**src/rtl/spi_host_ctl.sv**
```systemverilog
module spi_host_ctl #(
  parameter int DIVW = 22,
  parameter int FRAC = 8
) (
  input  logic        clk,
  input  logic        rst_n,
  input  logic        bus_sel,
  input  logic        bus_we,
  input  logic [7:0]  bus_addr,
  input  logic [31:0] bus_wdata,
  output logic [31:0] bus_rdata,
  output logic        irq,
  output logic        sclk,
  output logic        mosi,
  input  logic        miso
);
  localparam logic [DIVW:0] UNIT = {{(DIVW-FRAC){1'b0}}, 1'b1, {FRAC{1'b0}}};

  logic              sync_q, cpol_q, cpha_q, msbf_q;
  logic [3:0]        fsz_q;
  logic [DIVW-1:0]   div_q;
  logic              rx_en, tx_en, mst_en;
  logic [15:0]       txbuf, rxbuf, sh, rsh;
  logic              txfull, rxv, txc;
  logic [2:1]        flg, ien;
  logic              rt_a, rt_b, rt_c;
  logic [2:0]        rt_loc;
  logic              busy, sclk_i;
  logic [5:0]        cnt;
  logic [DIVW:0]     acc;

  logic wr, rd;
  assign wr = bus_sel & bus_we;
  assign rd = bus_sel & ~bus_we;

  logic [4:0] nb;
  assign nb = (fsz_q == 4'd0) ? 5'd4 : (fsz_q > 4'd13) ? 5'd16 : {1'b0, fsz_q} + 5'd3;

  logic [3:0] top_i;
  assign top_i = 4'(nb - 5'd1);

  logic [DIVW:0] lim, acc_nx;
  assign lim    = {1'b0, div_q} + UNIT;
  assign acc_nx = acc + UNIT;

  logic tick, last, done, start;
  assign tick  = busy && (acc_nx >= lim);
  assign last  = cnt == ({nb, 1'b0} - 6'd1);
  assign done  = tick && last;
  assign start = txfull && mst_en && tx_en && (!busy || done);

  logic samp, shf;
  assign samp = tick && (cnt[0] == cpha_q);
  assign shf  = tick && (cnt[0] != cpha_q) && (cnt != 6'd0) && !last;

  logic [15:0] rsh_nx, rx_word;
  assign rsh_nx  = !samp ? rsh : msbf_q ? {rsh[14:0], miso} : {miso, rsh[15:1]};
  assign rx_word = msbf_q ? rsh_nx : rsh_nx >> (5'd16 - nb);

  logic tx_wr_ok, pop, rx_store;
  assign tx_wr_ok = wr && bus_addr == 8'h34 && mst_en && tx_en;
  assign pop      = rd && (bus_addr == 8'h18 || bus_addr == 8'h1C);
  assign rx_store = done && rx_en;

  assign sclk = sclk_i ^ cpol_q;
  assign mosi = msbf_q ? sh[top_i] : sh[0];
  assign irq  = |(flg & ien);

  always_ff @(posedge clk or negedge rst_n) begin
    if (!rst_n) begin
      sync_q <= 1'b0; cpol_q <= 1'b0; cpha_q <= 1'b0; msbf_q <= 1'b0;
      fsz_q  <= '0;
      div_q  <= '0;
      ien    <= '0;
      rt_a   <= 1'b0; rt_b <= 1'b0; rt_c <= 1'b0; rt_loc <= '0;
    end else if (wr) begin
      case (bus_addr)
        8'h00: begin
          sync_q <= bus_wdata[0];
          cpol_q <= bus_wdata[8];
          cpha_q <= bus_wdata[9];
          msbf_q <= bus_wdata[10];
        end
        8'h04: fsz_q <= bus_wdata[3:0];
        8'h14: div_q <= bus_wdata[DIVW-1:0];
        8'h4C: ien   <= bus_wdata[2:1];
        8'h54: begin
          rt_a   <= bus_wdata[0];
          rt_b   <= bus_wdata[1];
          rt_c   <= bus_wdata[3];
          rt_loc <= bus_wdata[10:8];
        end
        default: ;
      endcase
    end
  end

  always_ff @(posedge clk or negedge rst_n) begin
    if (!rst_n) begin
      rx_en <= 1'b0; tx_en <= 1'b0; mst_en <= 1'b0;
    end else if (wr && bus_addr == 8'h0C) begin
      if (bus_wdata[1])      rx_en <= 1'b0;
      else if (bus_wdata[0]) rx_en <= 1'b1;
      if (bus_wdata[3])      tx_en <= 1'b0;
      else if (bus_wdata[2]) tx_en <= 1'b1;
      if (bus_wdata[4])      mst_en <= 1'b1;
    end
  end

  always_ff @(posedge clk or negedge rst_n) begin
    if (!rst_n) begin
      txbuf  <= '0;
      txfull <= 1'b0;
      txc    <= 1'b0;
    end else begin
      if (tx_wr_ok) begin
        txbuf  <= bus_wdata[15:0];
        txfull <= 1'b1;
      end else if (start) begin
        txfull <= 1'b0;
      end
      if (tx_wr_ok)             txc <= 1'b0;
      else if (done && !txfull) txc <= 1'b1;
    end
  end

  always_ff @(posedge clk or negedge rst_n) begin
    if (!rst_n) begin
      busy   <= 1'b0;
      cnt    <= '0;
      acc    <= '0;
      sclk_i <= 1'b0;
      sh     <= '0;
      rsh    <= '0;
    end else if (start) begin
      busy   <= 1'b1;
      cnt    <= '0;
      acc    <= '0;
      sclk_i <= 1'b0;
      sh     <= txbuf;
      rsh    <= '0;
    end else if (busy) begin
      if (tick) begin
        acc    <= acc_nx - lim;
        cnt    <= cnt + 6'd1;
        sclk_i <= ~sclk_i;
        rsh    <= rsh_nx;
        if (shf) sh <= msbf_q ? {sh[14:0], 1'b0} : {1'b0, sh[15:1]};
        if (last) busy <= 1'b0;
      end else begin
        acc <= acc_nx;
      end
    end
  end

  always_ff @(posedge clk or negedge rst_n) begin
    if (!rst_n) begin
      rxbuf <= '0;
      rxv   <= 1'b0;
    end else if (rx_store) begin
      rxbuf <= rx_word;
      rxv   <= 1'b1;
    end else if (pop) begin
      rxv <= 1'b0;
    end
  end

  logic [2:1] fl_set, fl_clr;
  assign fl_set = (wr && bus_addr == 8'h44) ? bus_wdata[2:1] : 2'b00;
  assign fl_clr = (wr && bus_addr == 8'h48) ? bus_wdata[2:1] : 2'b00;

  always_ff @(posedge clk or negedge rst_n) begin
    if (!rst_n) flg <= '0;
    else        flg <= (flg & ~fl_clr) | fl_set | {rx_store, start};
  end

  always_comb begin
    case (bus_addr)
      8'h00:   bus_rdata = {21'b0, msbf_q, cpha_q, cpol_q, 7'b0, sync_q};
      8'h04:   bus_rdata = {28'b0, fsz_q};
      8'h10:   bus_rdata = {24'b0, rxv, ~txfull, txc, 3'b0, tx_en, 1'b0};
      8'h14:   bus_rdata = {{(32-DIVW){1'b0}}, div_q};
      8'h18:   bus_rdata = {16'b0, 2'b00, 5'b0, rxbuf[8:0]};
      8'h1C:   bus_rdata = {16'b0, rxbuf};
      8'h40:   bus_rdata = {29'b0, flg, 1'b0};
      8'h4C:   bus_rdata = {29'b0, ien, 1'b0};
      8'h54:   bus_rdata = {21'b0, rt_loc, 4'b0, rt_c, 1'b0, rt_b, rt_a};
      default: bus_rdata = 32'b0;
    endcase
  end
endmodule

```
**config.mk**
```make
export PLATFORM = sky130hd
export DESIGN_NAME = spi_host_ctl
export DESIGN_NICKNAME = d
export VERILOG_FILES = /design/src/rtl/spi_host_ctl.sv
export SDC_FILE = /design/constraint.sdc
export NUM_CORES = 1
export LEC_CHECK = 0
export BUFFER_PORTS_ARGS = -buffer_cell sky130_fd_sc_hd__buf_4
export CORE_MARGIN = 8
export CORE_UTILIZATION = 57
export DETAILED_ROUTE_END_ITERATION = 8
export GPL_TIMING_DRIVEN = 0
export PLACE_DENSITY = 0.79
export SYNTH_ARGS = -nofsm -noshare
export SYNTH_HDL_FRONTEND = slang
export SYNTH_SLANG_ARGS = --single-unit
```
**constraint.sdc**
```tcl
create_clock -name clk -period 7.89 [get_ports clk]
set_input_delay 1.578 -clock clk [delete_from_list [all_inputs] [get_ports clk]]
set_output_delay 1.578 -clock clk [all_outputs]
set_load 0.03 [all_outputs]
```
==> key figures <==
Setup path
  • Worst-path maximum fanout: 10
  • Crit path DAT: 5.34 ns
  • CP Capture Type: output port
  • Type of origin of the critical path: register
  • Critical path class: register to output port
  • Worst path required time: 6.31 ns

Layout
  • Antenna diode count: 0
  • Layout net count: 1144
  • Layout overhead on the synthesized area: 14.5%
  • Share of cells above drive strength 1: 20.4%
  • Final core occ: 66.0%
  • Layout fillers: 1331

Detailed routing
  • Pre-antenna DRT Iters: 7
  • Vias/cell: 6.29
  • Via count: 8179
  • WL per Instance: 20.8 um
  • Remaining antenna violation count: 0
  • DRT Wirelength: 27.1 mm
  • Initial DRC Count: 847
  • Post-route DRC violation count: 0

STA
  • Final Hold Vio Count: 0
  • Setup_tns: 0 ns
  • Slew HR: 26.3%
  • RSZ-0062 raised after global routing: no
  • Setup ws final: 0.974 ns
  • Worst-margin pin slew: 1.10 ns
  • Slew Viols, Final: 0
  • Max Fclk: 145 MHz
  • Period utilization: 87.7%
  • Tmin final: 6.92 ns
  • Worst Hold Slack: 0.469 ns
  • Setup violators final: 0
  • Layout Skew: 0.0108 ns

Run
  • # Max-Cap Violations: 0

Synthesis
  • Post-synth top area share: 37.3%
  • Top cells by count, synth: 141 x dfrtp_1, 89 x nor2_1, 79 x mux2_2
  • Top-count cell post-synth: dfrtp_1
  • Yosys reg bits: 141
  • Area leader, netlist: dfrtp_1
  • Sequential fraction of the synthesis area: 37.3%
  • Async set-reset flop share out of synthesis: 100%
  • Post-synth EDFFs: 0
  • YS warnings: 0
  • Ys flop type: dfrtp_1
  • Cells after Synth: 980
  • Synth Area per Inst: 9.66 um^2
  • Mapped cell area: 9460 um^2
  • Area contributors post-synth: dfrtp_1 37%, mux2_2 9.4%, mux2i_1 4.2%
  • Synth unique cells: 79

Pwr
  • Pwr per Cell Area: 201 nW/um^2
  • Maximum vdd drop: 0.173 mV
  • P_leak: 5.06 nW
  • Internal Power: 1.46 mW
  • Combinational power share: 27.6%
  • Clock Power Share: 37.1%
  • Total Power: 2.18 mW
  • Share of power burned in registers: 35.2%
  • Sw frac: 33.2%
  • Switching power: 0.724 mW

Clock network
  • CTS tree: yes
  • Clock buffer depth: 2
  • Cts bufs inserted: 17
  • Clock Latency Late Sink: 0.43 ns
  • H-tree depth: 4
  • Worst-path clk slew: 0.07 ns
  • Clock sink total: 141
  • Root buf cell: clkbuf_16
  • Cts repair resizes: 0
  • Post-CTS Setup Bufs: 0
  • Cts hold-fix bufs: 0

Global route
  • Largest net degree at the start of global routing: 76
  • Vias in the first global route: 8198
  • Remaining global-route overflow: 0
  • Total track usage: 27.0%
  • Initial antenna violation count: 0
  • First-pass GRT wire length: 43.4 mm

Placement
  • Detailed Place HPWL: 20.4 mm
  • Gpl congestion: 0.989
  • DP Worst Slack: 1.52 ns
  • Buffers added on ports: 59

Worst hold path
  • Worst Hold Class: register to register

Floorplan
  • Die X: 145 um
  • Row Count: 47
  • I/O Pins: 80
  • DIE AREA: 21000 um^2
  • Die Y: 145 um
  • Core Region: 16400 um^2
  • Initial core utilization: 57.7%

Status
  • Status: complete, no violations
[path summary, 6_finish.rpt]
path,startpoint,slack (ns),depth (start not counted),to
setup / recovery,fsz_q[0],0.97,15,mosi
hold / removal,txbuf[9],0.47,1,sh[9]
setup reg to reg,fsz_q[0],1.73,20,rsh[8]
hold reg to reg,txbuf[9],0.47,1,sh[9]
min in group asynchronous,rst_n,1.13,1,rsh[4]
max in group asynchronous,rst_n,5.98,2,div_q[18]
[worst max-delay path, cell delays in order (launching register included)]
cell	delay [ns]
dfrtp_1	0.37
buf_2	0.18
inv_1	0.10
ha_1	0.32
and4bb_2	0.31
nor3_4	0.56
inv_2	0.23
buf_1	0.38
ha_1	0.51
clkbuf_1	0.59
mux4_2	0.40
and2_1	0.17
a211oi_1	0.22
a31oi_1	0.06
mux2_2	0.32
buf_4	0.17
[registers in the layout (all words and copies together), names as in the netlist, 2 cells and up]
name,flops
acc,23
rsh,16
ien,2
txbuf,16
fsz_q,4
rxbuf,16
flg,2
rt_loc,3
cnt,6
sh,16
div_q,22
[cell families (layout without fill, tap and decap cells)]
family	count (synthesis)	count (layout)	share of synthesized area (%)
and+or+nand+nor	287	287	14.3
AOI/OAI and AO/OA	243	243	18.2
DFF	141	141	37.3
muxes	132	132	16.5
buffers and inverters	88	180	4.10
xor gates and xnor gates	57	57	5.36
adders and majority gates	31	31	4.18
other	1	10	0.0396
[metrics by stage]
| stage | instance area [um^2] | instances |
|---|---|---|
| finish | 10800 | 1301 |
| global route | 10800 | 1301 |
| CTS | 10800 | 1301 |
| detailed placement | 10200 | 1269 |
| global placement | 10200 | 1268 |
| floorplan | 9500 | 989 |
[placed cells by master, fill, tap and decap left out, types with 11 or more instances in the layout]
cell       instances
nor2_1            89
a21oi_1           40
mux4_2            11
a31oi_1           12
a21o_1            29
inv_1             30
a211oi_1          18
a22o_1            24
nand3_1           33
mux2i_1           40
a22oi_1           15
xnor2_1           29
o21ai_0           39
clkbuf_16         17
nor3_1            19
xor2_1            27
buf_4             70
ha_1              30
and2_1            11
dfrtp_1          141
clkbuf_1          33
nand2_1           78
mux2_2            79
[final cells by class]
cell class	count	area, um^2	share of cell area [%]
clock buffer	18	439	4.05
multi-input combinational	760	5590	51.6
clock inverter	14	144	1.33
sequential	141	3530	32.6
tap	220	275	2.54
buffer	54	260	2.40
inverter	34	128	1.18
timing repair buffer	60	474	4.38
[layer usage]
metal | global-route usage (%) | share of wire, %
met1 | 35.3 | 42
met2 | 43.6 | 48
met3 | 5.71 | 7.4
met4 | 9.47 | 2.7
met5 | 0 | 0
[power groups by stage]
stage | registers, mW | logic, mW | clock network, mW
3_5_place_dp | 0.781 | 0.590 | 0
3_3_place_gp | 0.780 | 0.580 | 0
4_1_cts | 0.768 | 0.595 | 0.815
6_report | 0.768 | 0.603 | 0.809
2_1_floorplan | 0.774 | 0.456 | 0
5_1_grt | 0.771 | 0.662 | 0.845
No activity file was read; power rests on OpenSTA's default activity.
